## src/rtl/cfg_frame_pkg.sv

```systemverilog
package cfg_frame_pkg;
  localparam int BYTE_W   = 8;
  localparam int NUM_REGS = 7;
  localparam int ADDR_W   = $clog2(NUM_REGS);

  localparam logic [BYTE_W-1:0] SOF_BYTE = 8'hFF;
  localparam logic [BYTE_W-1:0] ACK_OK   = 8'h3D;
  localparam logic [BYTE_W-1:0] ACK_BAD  = 8'h3F;
  localparam logic [BYTE_W-1:0] ACK_END  = 8'h0D;

  typedef enum logic [1:0] {P_HUNT, P_ADDR, P_DATA} parse_st_e;
  typedef enum logic [1:0] {Q_IDLE, Q_FIRST, Q_LAST} ackq_st_e;

  function automatic int reg_width(int idx);
    case (idx)
      1:       return 5;
      2:       return 6;
      3:       return 3;
      default: return 8;
    endcase
  endfunction

  // ASIC setup starts powered down (bit 3)
  function automatic logic [BYTE_W-1:0] reg_reset(int idx);
    return (idx == 2) ? 8'h08 : 8'h00;
  endfunction
endpackage

```

## src/rtl/cfg_frame_parser.sv

```systemverilog
module cfg_frame_parser
  import cfg_frame_pkg::*;
(
  input  logic              clk_i,
  input  logic              rst_ni,
  input  logic [BYTE_W-1:0] rx_data_i,
  input  logic              rx_valid_i,
  output logic              done_o,
  output logic              in_range_o,
  output logic              wr_en_o,
  output logic [ADDR_W-1:0] wr_addr_o,
  output logic [BYTE_W-1:0] wr_data_o
);
  parse_st_e         st_q, st_d;
  logic [BYTE_W-1:0] addr_q;
  logic              is_sof, take;

  always_comb begin
    is_sof     = rx_valid_i && (rx_data_i == SOF_BYTE);
    take       = rx_valid_i && (rx_data_i != SOF_BYTE);
    done_o     = take && (st_q == P_DATA);
    in_range_o = addr_q < BYTE_W'(NUM_REGS);
    wr_en_o    = done_o && in_range_o;
    wr_addr_o  = addr_q[ADDR_W-1:0];
    wr_data_o  = rx_data_i;
  end

  always_comb begin
    st_d = st_q;
    if (is_sof) st_d = P_ADDR;
    else if (take) begin
      case (st_q)
        P_ADDR:  st_d = P_DATA;
        P_DATA:  st_d = P_HUNT;
        default: st_d = P_HUNT;
      endcase
    end
  end

  always_ff @(posedge clk_i or negedge rst_ni) begin
    if (!rst_ni) begin
      st_q   <= P_HUNT;
      addr_q <= '0;
    end else begin
      st_q <= st_d;
      if (take && st_q == P_ADDR) addr_q <= rx_data_i;
    end
  end
endmodule

```

## src/rtl/cfg_reg_bank.sv

```systemverilog
module cfg_reg_bank
  import cfg_frame_pkg::*;
(
  input  logic                           clk_i,
  input  logic                           rst_ni,
  input  logic                           wr_en_i,
  input  logic [ADDR_W-1:0]              wr_addr_i,
  input  logic [BYTE_W-1:0]              wr_data_i,
  output logic                           strobe_o,
  output logic [ADDR_W-1:0]              strobe_addr_o,
  output logic [NUM_REGS-1:0][BYTE_W-1:0] regs_o
);
  for (genvar i = 0; i < NUM_REGS; i++) begin : g_reg
    localparam int              W   = reg_width(i);
    localparam logic [BYTE_W-1:0] RST = reg_reset(i);
    logic [W-1:0] q;

    always_ff @(posedge clk_i or negedge rst_ni) begin
      if (!rst_ni)                                 q <= RST[W-1:0];
      else if (wr_en_i && wr_addr_i == ADDR_W'(i)) q <= wr_data_i[W-1:0];
    end
    assign regs_o[i] = BYTE_W'(q);
  end

  always_ff @(posedge clk_i or negedge rst_ni) begin
    if (!rst_ni) begin
      strobe_o      <= 1'b0;
      strobe_addr_o <= '0;
    end else begin
      strobe_o <= wr_en_i;
      if (wr_en_i) strobe_addr_o <= wr_addr_i;
    end
  end
endmodule

```

## src/rtl/cfg_ack_queue.sv

```systemverilog
module cfg_ack_queue
  import cfg_frame_pkg::*;
(
  input  logic              clk_i,
  input  logic              rst_ni,
  input  logic              load_i,
  input  logic              ok_i,
  input  logic              tx_ready_i,
  output logic [BYTE_W-1:0] tx_data_o,
  output logic              tx_valid_o
);
  ackq_st_e st_q;
  logic     ok_q;

  assign tx_valid_o = (st_q != Q_IDLE);
  assign tx_data_o  = (st_q == Q_LAST) ? ACK_END : (ok_q ? ACK_OK : ACK_BAD);

  always_ff @(posedge clk_i or negedge rst_ni) begin
    if (!rst_ni) begin
      st_q <= Q_IDLE;
      ok_q <= 1'b0;
    end else begin
      case (st_q)
        Q_IDLE:  if (load_i) begin st_q <= Q_FIRST; ok_q <= ok_i; end
        Q_FIRST: if (tx_ready_i) st_q <= Q_LAST;
        Q_LAST:  if (tx_ready_i) st_q <= Q_IDLE;
        default: st_q <= Q_IDLE;
      endcase
    end
  end
endmodule

```

## src/rtl/cfg_frame_decoder.sv

```systemverilog
module cfg_frame_decoder
  import cfg_frame_pkg::*;
(
  input  logic       clk_i,
  input  logic       rst_ni,
  input  logic [7:0] rx_data_i,
  input  logic       rx_valid_i,
  input  logic       tx_ready_i,
  output logic [7:0] tx_data_o,
  output logic       tx_valid_o,
  output logic       wr_strobe_o,
  output logic [2:0] wr_addr_o,
  output logic [7:0] timeout_o,
  output logic [4:0] mode_o,
  output logic [5:0] asic_cfg_o,
  output logic [2:0] clk_sel_o,
  output logic [7:0] test_o,
  output logic [7:0] offset_x_o,
  output logic [7:0] offset_y_o
);
  logic                            done, in_range, wr_en;
  logic [ADDR_W-1:0]               wr_addr;
  logic [BYTE_W-1:0]               wr_data;
  logic [NUM_REGS-1:0][BYTE_W-1:0] regs;

  cfg_frame_parser u_parser (
    .clk_i, .rst_ni, .rx_data_i, .rx_valid_i,
    .done_o(done), .in_range_o(in_range), .wr_en_o(wr_en),
    .wr_addr_o(wr_addr), .wr_data_o(wr_data)
  );

  cfg_reg_bank u_bank (
    .clk_i, .rst_ni, .wr_en_i(wr_en), .wr_addr_i(wr_addr), .wr_data_i(wr_data),
    .strobe_o(wr_strobe_o), .strobe_addr_o(wr_addr_o), .regs_o(regs)
  );

  cfg_ack_queue u_ackq (
    .clk_i, .rst_ni, .load_i(done), .ok_i(in_range), .tx_ready_i,
    .tx_data_o, .tx_valid_o
  );

  assign timeout_o  = regs[0];
  assign mode_o     = regs[1][4:0];
  assign asic_cfg_o = regs[2][5:0];
  assign clk_sel_o  = regs[3][2:0];
  assign test_o     = regs[4];
  assign offset_x_o = regs[5];
  assign offset_y_o = regs[6];
endmodule

```

## config.mk

```make
export PLATFORM = sky130hd
export DESIGN_NAME = cfg_frame_decoder
export DESIGN_NICKNAME = d
export VERILOG_FILES = /design/src/rtl/cfg_frame_pkg.sv /design/src/rtl/cfg_frame_parser.sv /design/src/rtl/cfg_reg_bank.sv /design/src/rtl/cfg_ack_queue.sv /design/src/rtl/cfg_frame_decoder.sv
export SDC_FILE = /design/constraint.sdc
export NUM_CORES = 1
export LEC_CHECK = 0
export BUFFER_PORTS_ARGS = -buffer_cell sky130_fd_sc_hd__buf_4
export CAP_MARGIN = 20
export CORE_ASPECT_RATIO = 0.75
export CORE_MARGIN = 1.5
export CORE_UTILIZATION = 35
export DETAILED_ROUTE_END_ITERATION = 10
export GPL_TIMING_DRIVEN = 0
export SYNTH_ARGS = -nofsm -noshare
export SYNTH_HDL_FRONTEND = slang
export SYNTH_SLANG_ARGS = --single-unit
export TNS_END_PERCENT = 30
```

## constraint.sdc

```tcl
create_clock -name clk_i -period 3 [get_ports clk_i]
set_input_delay 0.3 -clock clk_i [delete_from_list [all_inputs] [get_ports clk_i]]
set_output_delay 0.3 -clock clk_i [all_outputs]
set_load 0.1 [all_outputs]
```

Word level (Yosys, flattened, before mapping). Cells that the tools add are included. W data, S select, Z words.

Reduce and logical (&&, ||, !) cells: 18. Multiplexer cells: 9. Equality and inequality tests: 15. $lt $le $gt $ge: 1.

Operators by type and width (count): $mux W2 (7); $logic_and A1 B1 Y1 (12); $eq A3 B3 Y1 const B (3); $eq A8 B8 Y1 const B (1); $lt A8 B3 Y1 const B (1); $mux W8 (1); $ne A8 B8 Y1 const B (1); $eq A3 B2 Y1 const B (2); $ne A2 B2 Y1 const B (3); $pmux W2 S3 (1); $eq A2 B1 Y1 const B (2); $eq A2 B2 Y1 const B (2); $reduce_bool A2 Y1 (2); $eq A3 B1 Y1 const B (1); $logic_not A3 Y1 (1); $reduce_and A3 Y1 (1); $logic_not A2 Y1 (1); $reduce_and A2 Y1 (1).

Bits of input ports: 12. Bits in registers: 63.

Longest topological paths before layout. Gate-level depths: netlist of the first run.

Depth after elaboration: 5. Mapped depth: 5.

By module. Synthesis of the first run repeated with hierarchy kept, for this count alone.

Cell total of the unflattened synthesis: 184. Area, all modules: 2723.9 um2.

Modules (own cells, without submodules): cfg_reg_bank (cells each 123, area each 2001.9 um2, instances 1); cfg_frame_parser (cells each 41, area each 524.3 um2, instances 1); cfg_ack_queue (cells each 20, area each 197.7 um2, instances 1).

Least setup slack after synthesis of the first run. OpenSTA, ideal clock, no wires.

Path type: register to output. Start point: reg u_ackq.st_q[0]. End point: out tx_data_o[1]. Stages on the path, launching flop included: 3. Path slack: 0.053 ns. Required time: 2.700 ns. Data arrival time: 2.647 ns. Buffers on the path: 0. Cell sequence: dfrtp_1 > nand2b_1 > nor2b_1.

Cells in the longest elaborated chain, start to end: 2.

RTL lines: start: declaration (RTL line cfg_ack_queue.sv:12) `ackq_st_e st_q;`; start signal: assignment (RTL line cfg_ack_queue.sv:20) `st_q <= Q_IDLE;`; start signal: assignment (RTL line cfg_ack_queue.sv:24) `Q_IDLE: if (load_i) begin st_q <= Q_FIRST; ok_q <= ok_i; end`; start signal: assignment (RTL line cfg_ack_queue.sv:25) `Q_FIRST: if (tx_ready_i) st_q <= Q_LAST;`; $eq A2 B2 Y1 (RTL line cfg_ack_queue.sv:16) `assign tx_data_o = (st_q == Q_LAST) ? ACK_END : (ok_q ? ACK_OK : ACK_BAD);`; $mux W8 (RTL line cfg_ack_queue.sv:16); end: declaration (RTL line cfg_frame_decoder.sv:9) `output logic [7:0] tx_data_o,`.

Every way passes these cells.

Worst setup path in the final report of the first run.
Start point: reg u_parser.st_q[0]. End point: reg u_bank.g_reg[0].q[5].

Cells in the longest elaborated chain, start to end: 4.

RTL lines: start: declaration (RTL line cfg_frame_parser.sv:14) `parse_st_e st_q, st_d;`; start signal: assignment (RTL line cfg_frame_parser.sv:45) `st_q <= st_d;`; $eq A2 B2 Y1 (RTL line cfg_frame_parser.sv:21) `done_o = take && (st_q == P_DATA);`; $logic_and A1 B1 Y1 (RTL line cfg_frame_parser.sv:21); $logic_and A1 B1 Y1 (RTL line cfg_frame_parser.sv:23) `wr_en_o = done_o && in_range_o;`; $logic_and A1 B1 Y1 (RTL line cfg_reg_bank.sv:20) `else if (wr_en_i && wr_addr_i == ADDR_W'(i)) q <= wr_data_i[W-1:0];`; end signal: assignment (RTL line cfg_reg_bank.sv:19) `if (!rst_ni) q <= RST[W-1:0];`; end signal: assignment (RTL line cfg_reg_bank.sv:20); end: declaration (RTL line cfg_reg_bank.sv:16) `logic [W-1:0] q;`.

Every way passes these cells. A chain may end at the register's enable or synchronous reset.

==> results of run 1 <==
-- kinds of logic (layout without fill, tap and decap cells) --
group / Yosys count / after routing
buffers and inverters: 10 / 90
other: 2 / 5
and+or+nand+nor: 27 / 27
muxes: 57 / 57
DFF: 63 / 63
AOI/OAI and AO/OA: 7 / 7
-- power by group through the flow --
stage | logic (mW) | clock network [mW] | registers [mW]
CTS | 0.858 | 0.814 | 1.01
detailed placement | 0.857 | 0 | 1.02
global route | 0.883 | 0.848 | 1.02
finish | 0.853 | 0.793 | 1.01
floorplan | 0.243 | 0 | 1.44
global placement | 0.851 | 0 | 1.02
-- layout by cell type, fill, tap and decap left out, drive strengths merged --
cell type | netlist | routed
buf | 8 | 73
dfrtp | 62 | 62
mux2 | 57 | 57
clkbuf | 0 | 11
nand4 | 5 | 5
conb | 2 | 5
nor2 | 4 | 4
nand2b | 3 | 3
nor4b | 3 | 3
nor2b | 3 | 3
o21ai | 3 | 3
inv | 2 | 2
or3 | 2 | 2
bufinv | 0 | 2
clkinv | 0 | 2
nor4 | 2 | 2
or4b | 1 | 1
or4 | 1 | 1
a311oi | 1 | 1
a21oi | 1 | 1
o21a | 1 | 1
nand3 | 1 | 1
nand2 | 1 | 1
a22o | 1 | 1
nand3b | 1 | 1
dfstp | 1 | 1
-- layer usage --
metal | track usage | vias up | wire, um
met1 | 0.207 | 806 | 2570
met3 | 0.0775 | 9 | 468
met2 | 0.201 | 60 | 2290
met5 | 0 | - | 0
met4 | 0.0556 | 0 | 72
li1 | - | 749 | -
-- synthesized netlist by cell type, drive strengths merged --
cell / instances / area [um2]
nand2: 1 / 3.75
or4b: 1 / 10.0
nand3: 1 / 5.00
nor2: 4 / 15.0
a21oi: 1 / 5.00
mux2: 57 / 642
a22o: 1 / 8.76
or3: 2 / 12.5
buf: 8 / 53.8
nand4: 5 / 31.3
inv: 2 / 7.51
or4: 1 / 7.51
conb: 2 / 7.51
o21ai: 3 / 15.0
dfrtp: 62 / 1550
nand2b: 3 / 18.8
nor2b: 3 / 18.8
a311oi: 1 / 15.0
nor4: 2 / 18.8
dfstp: 1 / 26.3
nand3b: 1 / 7.51
o21a: 1 / 7.51
nor4b: 3 / 71.3
-- worst max-delay path: cells and delay by family, from the launching register on --
kind,cells,cell delay [ns]
buffers and inverters,1,0.20
muxes,1,0.41
DFF,1,0.41
and+or+nand+nor,3,1.59
-- area by class of cell --
| type | instances | area [um2] | area share |
|---|---|---|---|
| sequential | 63 | 1580 | 0.465 |
| multi-input combinational | 96 | 932 | 0.275 |
| timing repair buffer | 65 | 488 | 0.144 |
| clock buffer | 11 | 141 | 0.0417 |
| tap | 98 | 123 | 0.0361 |
| clock inverter | 4 | 70.1 | 0.0206 |
| buffer | 8 | 53.8 | 0.0159 |
| inverter | 2 | 7.51 | 0.00221 |
-- state kept, by name (all words and copies together) (netlist names) --
| name | cells |
|---|---|
| u_bank.strobe_o | 1 |
| u_ackq.st_q | 2 |
| u_ackq.ok_q | 1 |
| u_parser.st_q | 2 |
| u_bank.strobe_addr_o | 3 |
| u_bank.g.q | 46 |
| u_parser.addr_q | 8 |
-- metrics by stage --
step                      total power [mW]  cells   util  hold WS (ns)
after floorplan                       1.68    169      -       0.00441
after global placement                1.87    332  0.459         0.440
after detailed placement              1.88    332  0.459         0.441
after CTS                             2.68    347  0.490        0.0717
after global routing                  2.75    347  0.490         0.108
final                                 2.65    347  0.490        0.0495
-- path summary, 6_finish.rpt --
path | end | slack [ns] | cells past startpoint
worst max-delay path | u_bank.g_reg[0].q[5] | 0.27 | 5
worst min-delay path | u_ackq.ok_q | 0.05 | 1
worst max register to register | u_bank.g_reg[0].q[5] | 0.27 | 5
worst min register to register | u_ackq.st_q[0] | 0.47 | 1
max in group asynchronous | u_bank.g_reg[4].q[0] | 2.44 | 1
min in group clk_i | u_ackq.st_q[1] | 0.18 | 2
==> key figures, run 1 <==
Logic synthesis
  – Average cell area after synthesis: 15.4 um2
  – Multiplexer share of the synthesized area: 0.251
  – Largest family of logic cells by synthesized area: multiplexers
  – Adder-cell share of the synthesized area: 0
  – Area fraction in compound gates after synthesis: 0.0200
  – Simple-Gate Fraction of Synth Area: 0.0860
  – Distinct cells, synth: 27
  – Synth Area in XOR/XNOR: 0
  – Synthesized flop and latch total: 63
  – Synthesized area: 0.00256 mm2
  – Mapped Cells: 166
  – YS warnings: 0
  – Register area share after synthesis: 0.616

STA
  – Rel. slew slack: 0.362
  – Final worst slack: 0.267 ns
  – RSZ-0062 raised after global routing: false
  – Final number of hold-violating endpoints: 0
  – Setup TNS: 0 ns
  – Period utilization: 0.911
  – Actual slew at the worst max-slew pin: 0.950 ns
  – Min Tclk post-route: 2.73 ns
  – Worst Skew: 0.00937 ns
  – Number of setup violations in the final report: 0
  – FMAX: 0.366 GHz
  – Pins Over Slew Limit: 0

Clock tree
  – Post-CTS setup buffers: 0
  – Max Root-Sink Buffers: 2
  – Post-CTS Resized: 0
  – CTS buffer count: 9
  – Post-CTS Hold Buffers: 0
  – CTS tree: built
  – Clock Latency Late Sink: 0.34 ns
  – Root Buffer: clkbuf_8
  – Worst-path clk slew: 0.07 ns
  – Clock Sinks: 63
  – H-tree depth: 3

Final layout
  – Area Growth Syn to Fin: 32.6%
  – ANT cells: 0
  – Fin nets: 257
  – Fill cells: 634
  – Layout cells sized above 1: 0.598
  – Finished Cell Area: 0.00339 mm2

Global routing
  – Largest net degree at the start of global routing: 64
  – Vias in the first global route: 1592
  – Initial antenna violation count: 0
  – Overflow after GRT: 0
  – First-pass GRT wire length: 8690 um
  – Total GRT Usage: 0.151

Place
  – Placed Area: 0.00318 mm2
  – Place WS: 0.273 ns
  – Dpl hpwl: 3620 um
  – GPL Wtd Cong: 0.716
  – PortBufs: 65

Die
  – IO Count: 71
  – Die area: 0.00784 mm2
  – Core area: 0.00693 mm2
  – Initial Util: 0.369
  – Die Width: 102 um
  – Die Y: 77.1 um
  – # rows: 26

Route
  – Wirelength per Cell: 15.6 um
  – DRT iter0 DRCs: 64
  – Routed Wire Length: 5400 um
  – DR vias: 1624
  – Post-DRT Antenna Nets: 0
  – Remaining design rule violation count: 0
  – Routed vias/inst: 4.68
  – TritonRoute pass-1 iters: 4

Pwr
  – Sequential share of power: 0.380
  – P per Cell Area: 782 mW/mm2
  – Pint: 1.62 mW
  – Clock share of power: 0.299
  – NetSw: 1.03 mW
  – Worst ir drop on vdd: 369 uV
  – Sw Ratio: 0.390
  – Leakage: 1.72 nW
  – Logic pwr share: 0.321

Critical path
  – R2r startpoint: u_parser.st_q[0]
  – Slowest Stage Delay on Critical Path: 0.65 ns
  – Critical path startpoint category: flip-flop
  – Slowest cell on the critical path: nor4b_4
  – CP Launch Point: u_parser.st_q[0]
  – CP max FO: 8
  – CP Cell Sequence: or4b_1, or4_1, buf_2, nor4b_4, mux2_2
  – CP endpoint kind: flip-flop
  – WS Path Type: reg -> reg
  – Req. time, crit path: 3.22 ns
  – Critical path arrival: 2.96 ns

Job
  – Number of max-cap violations: 0

Run status
  – Status: complete, no violations

Worst hold path
  – HP Class: in -> async
Note: power is estimated with default switching activity, not from simulation.
==> run 2, diff against run 1 <==
- ABC_AREA: default -> 1
==> run 2 against run 1 <==
Net effect: utilization shrank 1.6 points; clock skew shrank 0.0058 ns; sequential share of layout area is 1.8 points lower; area after synthesis is 6.9% higher; non-clock buffer count increased by 6; highest routed layer unchanged; sequential power rose by 7%; register-to-register slack gained 1.1 ns; maximum frequency up 69%.
==> key figures, run 2 <==
Run status
  – Status: complete, no violations

Clock tree
  – Post-CTS setup buffers: 0 (unchanged)
  – Post-CTS Hold Buffers: 0 (unchanged)
  – Clock Sinks: 63 (unchanged)
  – Worst-path clk slew: 0.07 ns (about the same)
  – CTS tree: built
  – Post-CTS Resized: 0 (unchanged)
  – Root Buffer: clkbuf_8
  – Clock Latency Late Sink: 0.34 ns (about the same)
  – CTS buffer count: 9 (unchanged)
  – H-tree depth: 3 (unchanged)
  – Max Root-Sink Buffers: 2 (unchanged)

Route
  – Wirelength per Cell: 14.1 um (-9.5%)
  – Remaining design rule violation count: 0 (unchanged)
  – Post-DRT Antenna Nets: 0 (unchanged)
  – Routed Wire Length: 6860 um (+27%)
  – DRT iter0 DRCs: 136 (+110%)
  – DR vias: 2245 (+38%)
  – TritonRoute pass-1 iters: 5 (+1)
  – Routed vias/inst: 4.61 (-1.5%)

Logic synthesis
  – Most frequent cells after synthesis: nand2_1, dfrtp_1, nand3_1
  – Distinct cells, synth: 24 (-11%)
  – Synthesized area: 0.00274 mm2 (+6.9%)
  – Post-synth EDFFs: 0 (unchanged)
  – Synthesized flop and latch total: 63 (unchanged)
  – Count leader, synth: nand2_1
  – Top post-synthesis cells by area: dfrtp_1, nand2_1, nand3_1, buf_4, inv_1
  – Yosys top cell by area: dfrtp_1
  – Average cell area after synthesis: 8.91 um2 (-42%)
  – Primary FF master, synth: dfrtp_1
  – Mapped Cells: 307 (+85%)
  – Register area share after synthesis: 0.577 (-0.0397)
  – YS warnings: 0 (unchanged)
  – Async S/R FF share, synth: 1.00 (unchanged)
  – Synth top area share: 0.567 (-0.0391)

STA
  – Period utilization: 0.540 (-0.371)
  – Rel. slew slack: 0.469 (+0.107)
  – Setup TNS: 0 ns (unchanged)
  – FMAX: 0.617 GHz (+69%)
  – Worst Skew: 0.00357 ns (-0.00581 ns)
  – Number of setup violations in the final report: 0 (unchanged)
  – Final worst slack: 1.38 ns (+1.11 ns)
  – Actual slew at the worst max-slew pin: 0.796 ns (-0.154 ns)
  – Min Tclk post-route: 1.62 ns (-1.11 ns)
  – RSZ-0062 raised after global routing: false
  – Final number of hold-violating endpoints: 0 (unchanged)
  – Pins Over Slew Limit: 0 (unchanged)

Pwr
  – Leakage: 1.98 nW (+15%)
  – Worst ir drop on vdd: 587 uV (+59%)
  – P per Cell Area: 917 mW/mm2 (+17%)
  – Total power: 3.24 mW (+22%)

Critical path
  – Req. time, crit path: 3.23 ns (about the same)
  – WS Path Type: reg -> reg
  – CP max FO: 9 (+1)
  – CP endpoint kind: flip-flop
  – Critical path startpoint category: flip-flop
  – Critical path arrival: 1.86 ns (-1.10 ns)

Final layout
  – Fin cells: 487 (+40%)
  – Area Growth Syn to Fin: 29.1%
  – ANT cells: 0 (unchanged)
  – Layout cells sized above 1: 0.293 (-0.306)
  – Final core occ: 0.473 (-0.0164)
  – Max reg flops: 46 (unchanged)
  – Most common cell after layout, fill and taps aside: nand2_1
  – Biggest regs: u_bank.g.q (46), u_parser.addr_q (8), u_bank.strobe_addr_o (3)
  – Fill cells: 748 (+18%)
  – Commonest non-fill, non-tap cells in the layout: nand2_1, buf_4, dfrtp_1
  – Multi-input gate area: 968 um2 (+3.9%)
  – Reg with most FFs: u_bank.g.q
  – Fin nets: 393 (+53%)
  – Storage cell area: 0.00158 mm2 (unchanged)

Die
  – Core area: 0.00747 mm2 (+7.7%)
  – # rows: 27 (+3.8%)
  – Die Width: 105 um (+3.3%)
  – Initial Util: 0.367 (-0.00293)
  – Die Y: 79.6 um (+3.3%)
  – IO Count: 71 (unchanged)
  – Die area: 0.00836 mm2 (+6.7%)

Place
  – Place WS: 1.39 ns (+1.12 ns)
  – PortBufs: 60 (-7.7%)
  – GPL Wtd Cong: 0.775 (+8.2%)
  – Placed Instances: 471 (+42%)
  – Dpl hpwl: 4680 um (+29%)

Global routing
  – Vias in the first global route: 2186 (+37%)
  – First-pass GRT wire length: 11300 um (+30%)
  – Largest net degree at the start of global routing: 64 (unchanged)
  – Total GRT Usage: 0.179 (+0.0284)
  – Initial antenna violation count: 0 (unchanged)
  – Overflow after GRT: 0 (unchanged)

Job
  – Number of max-cap violations: 0 (unchanged)

Worst hold path
  – HP Class: in -> async
[run 2: cell count changes in the layout (fill, tap and decap cells not counted), sizes merged, moves of 3 or more]
| cell | delta |
|---|---|
| nor2b | -3 |
| o21ai | +11 |
| nor4b | -3 |
| nand3 | +50 |
| mux2 | -57 |
| nand4 | -5 |
| nand2 | +122 |
| buf | +6 |
| nand2b | -3 |
| inv | +12 |
| nor2 | +10 |
[run 2: path summary, 6_finish.rpt]
kind | slack (ns) | depth (start not counted) | to | from
worst min register to register | 0.47 | 2 | u_bank.g_reg[5].q[0] | u_bank.g_reg[5].q[0]
worst max-delay path | 1.38 | 6 | u_bank.g_reg[4].q[3] | u_parser.addr_q[0]
worst max register to register | 1.38 | 6 | u_bank.g_reg[4].q[3] | u_parser.addr_q[0]
max in group asynchronous | 2.44 | 1 | u_ackq.ok_q | rst_ni
min in group clk_i | 0.14 | 2 | u_ackq.st_q[1] | tx_ready_i
worst min-delay path | 0.04 | 1 | u_bank.g_reg[2].q[0] | rst_ni
[run 2: where the power goes]
group | internal, mW | total, mW | switching [mW]
clock network | 0.449 | 0.774 | 0.325
registers | 0.991 | 1.08 | 0.0902
logic | 0.241 | 1.38 | 1.14
total | 1.68 | 3.24 | 1.56
[run 2: layout make-up]
class / count / share of cell area
clock inverters: 3 / 0.0113
well taps: 101 / 0.0358
clock buffers: 13 / 0.0478
multi-input cells: 214 / 0.274
repair buffers: 60 / 0.127
inverters: 14 / 0.0149
flip-flops and latches: 63 / 0.447
plain buffers: 19 / 0.0421
[run 2: cells by family (layout without fill, tap and decap cells)]
family	count (synthesis)	after routing	share of synthesized area
and+or+nand+nor	191	191	0.312
AOI/OAI and AO/OA	18	18	0.0352
buffers and inverters	33	109	0.0736
other	2	5	0.00274
DFF	63	63	0.577
[run 2: per-stage QoR]
stage | hold slack (ns) | area (um2)
3_3_place_gp | 0.443 | 3320
4_1_cts | 0.0727 | 3530
2_1_floorplan | 0.00441 | 2750
3_5_place_dp | 0.443 | 3320
5_1_grt | 0.110 | 3530
6_report | 0.0417 | 3530
[run 2: metal layers]
metal / track usage / part of all wire / up-vias / routed length, um
met5: 0 / 0 / - / 0
met1: 0.249 / 0.48 / 1053 / 3290
met2: 0.263 / 0.44 / 69 / 3000
met4: 0.0575 / 0.0099 / 0 / 68
met3: 0.0596 / 0.074 / 8 / 507
li1: - / - / 1115 / -
[run 2: critical path: stages (launching register included)]
cell	delay, ns
dfrtp_1	0.43
inv_1	0.11
nand2_1	0.09
nor2_1	0.49
nand2_2	0.23
nand2_1	0.11
nand2_1	0.05
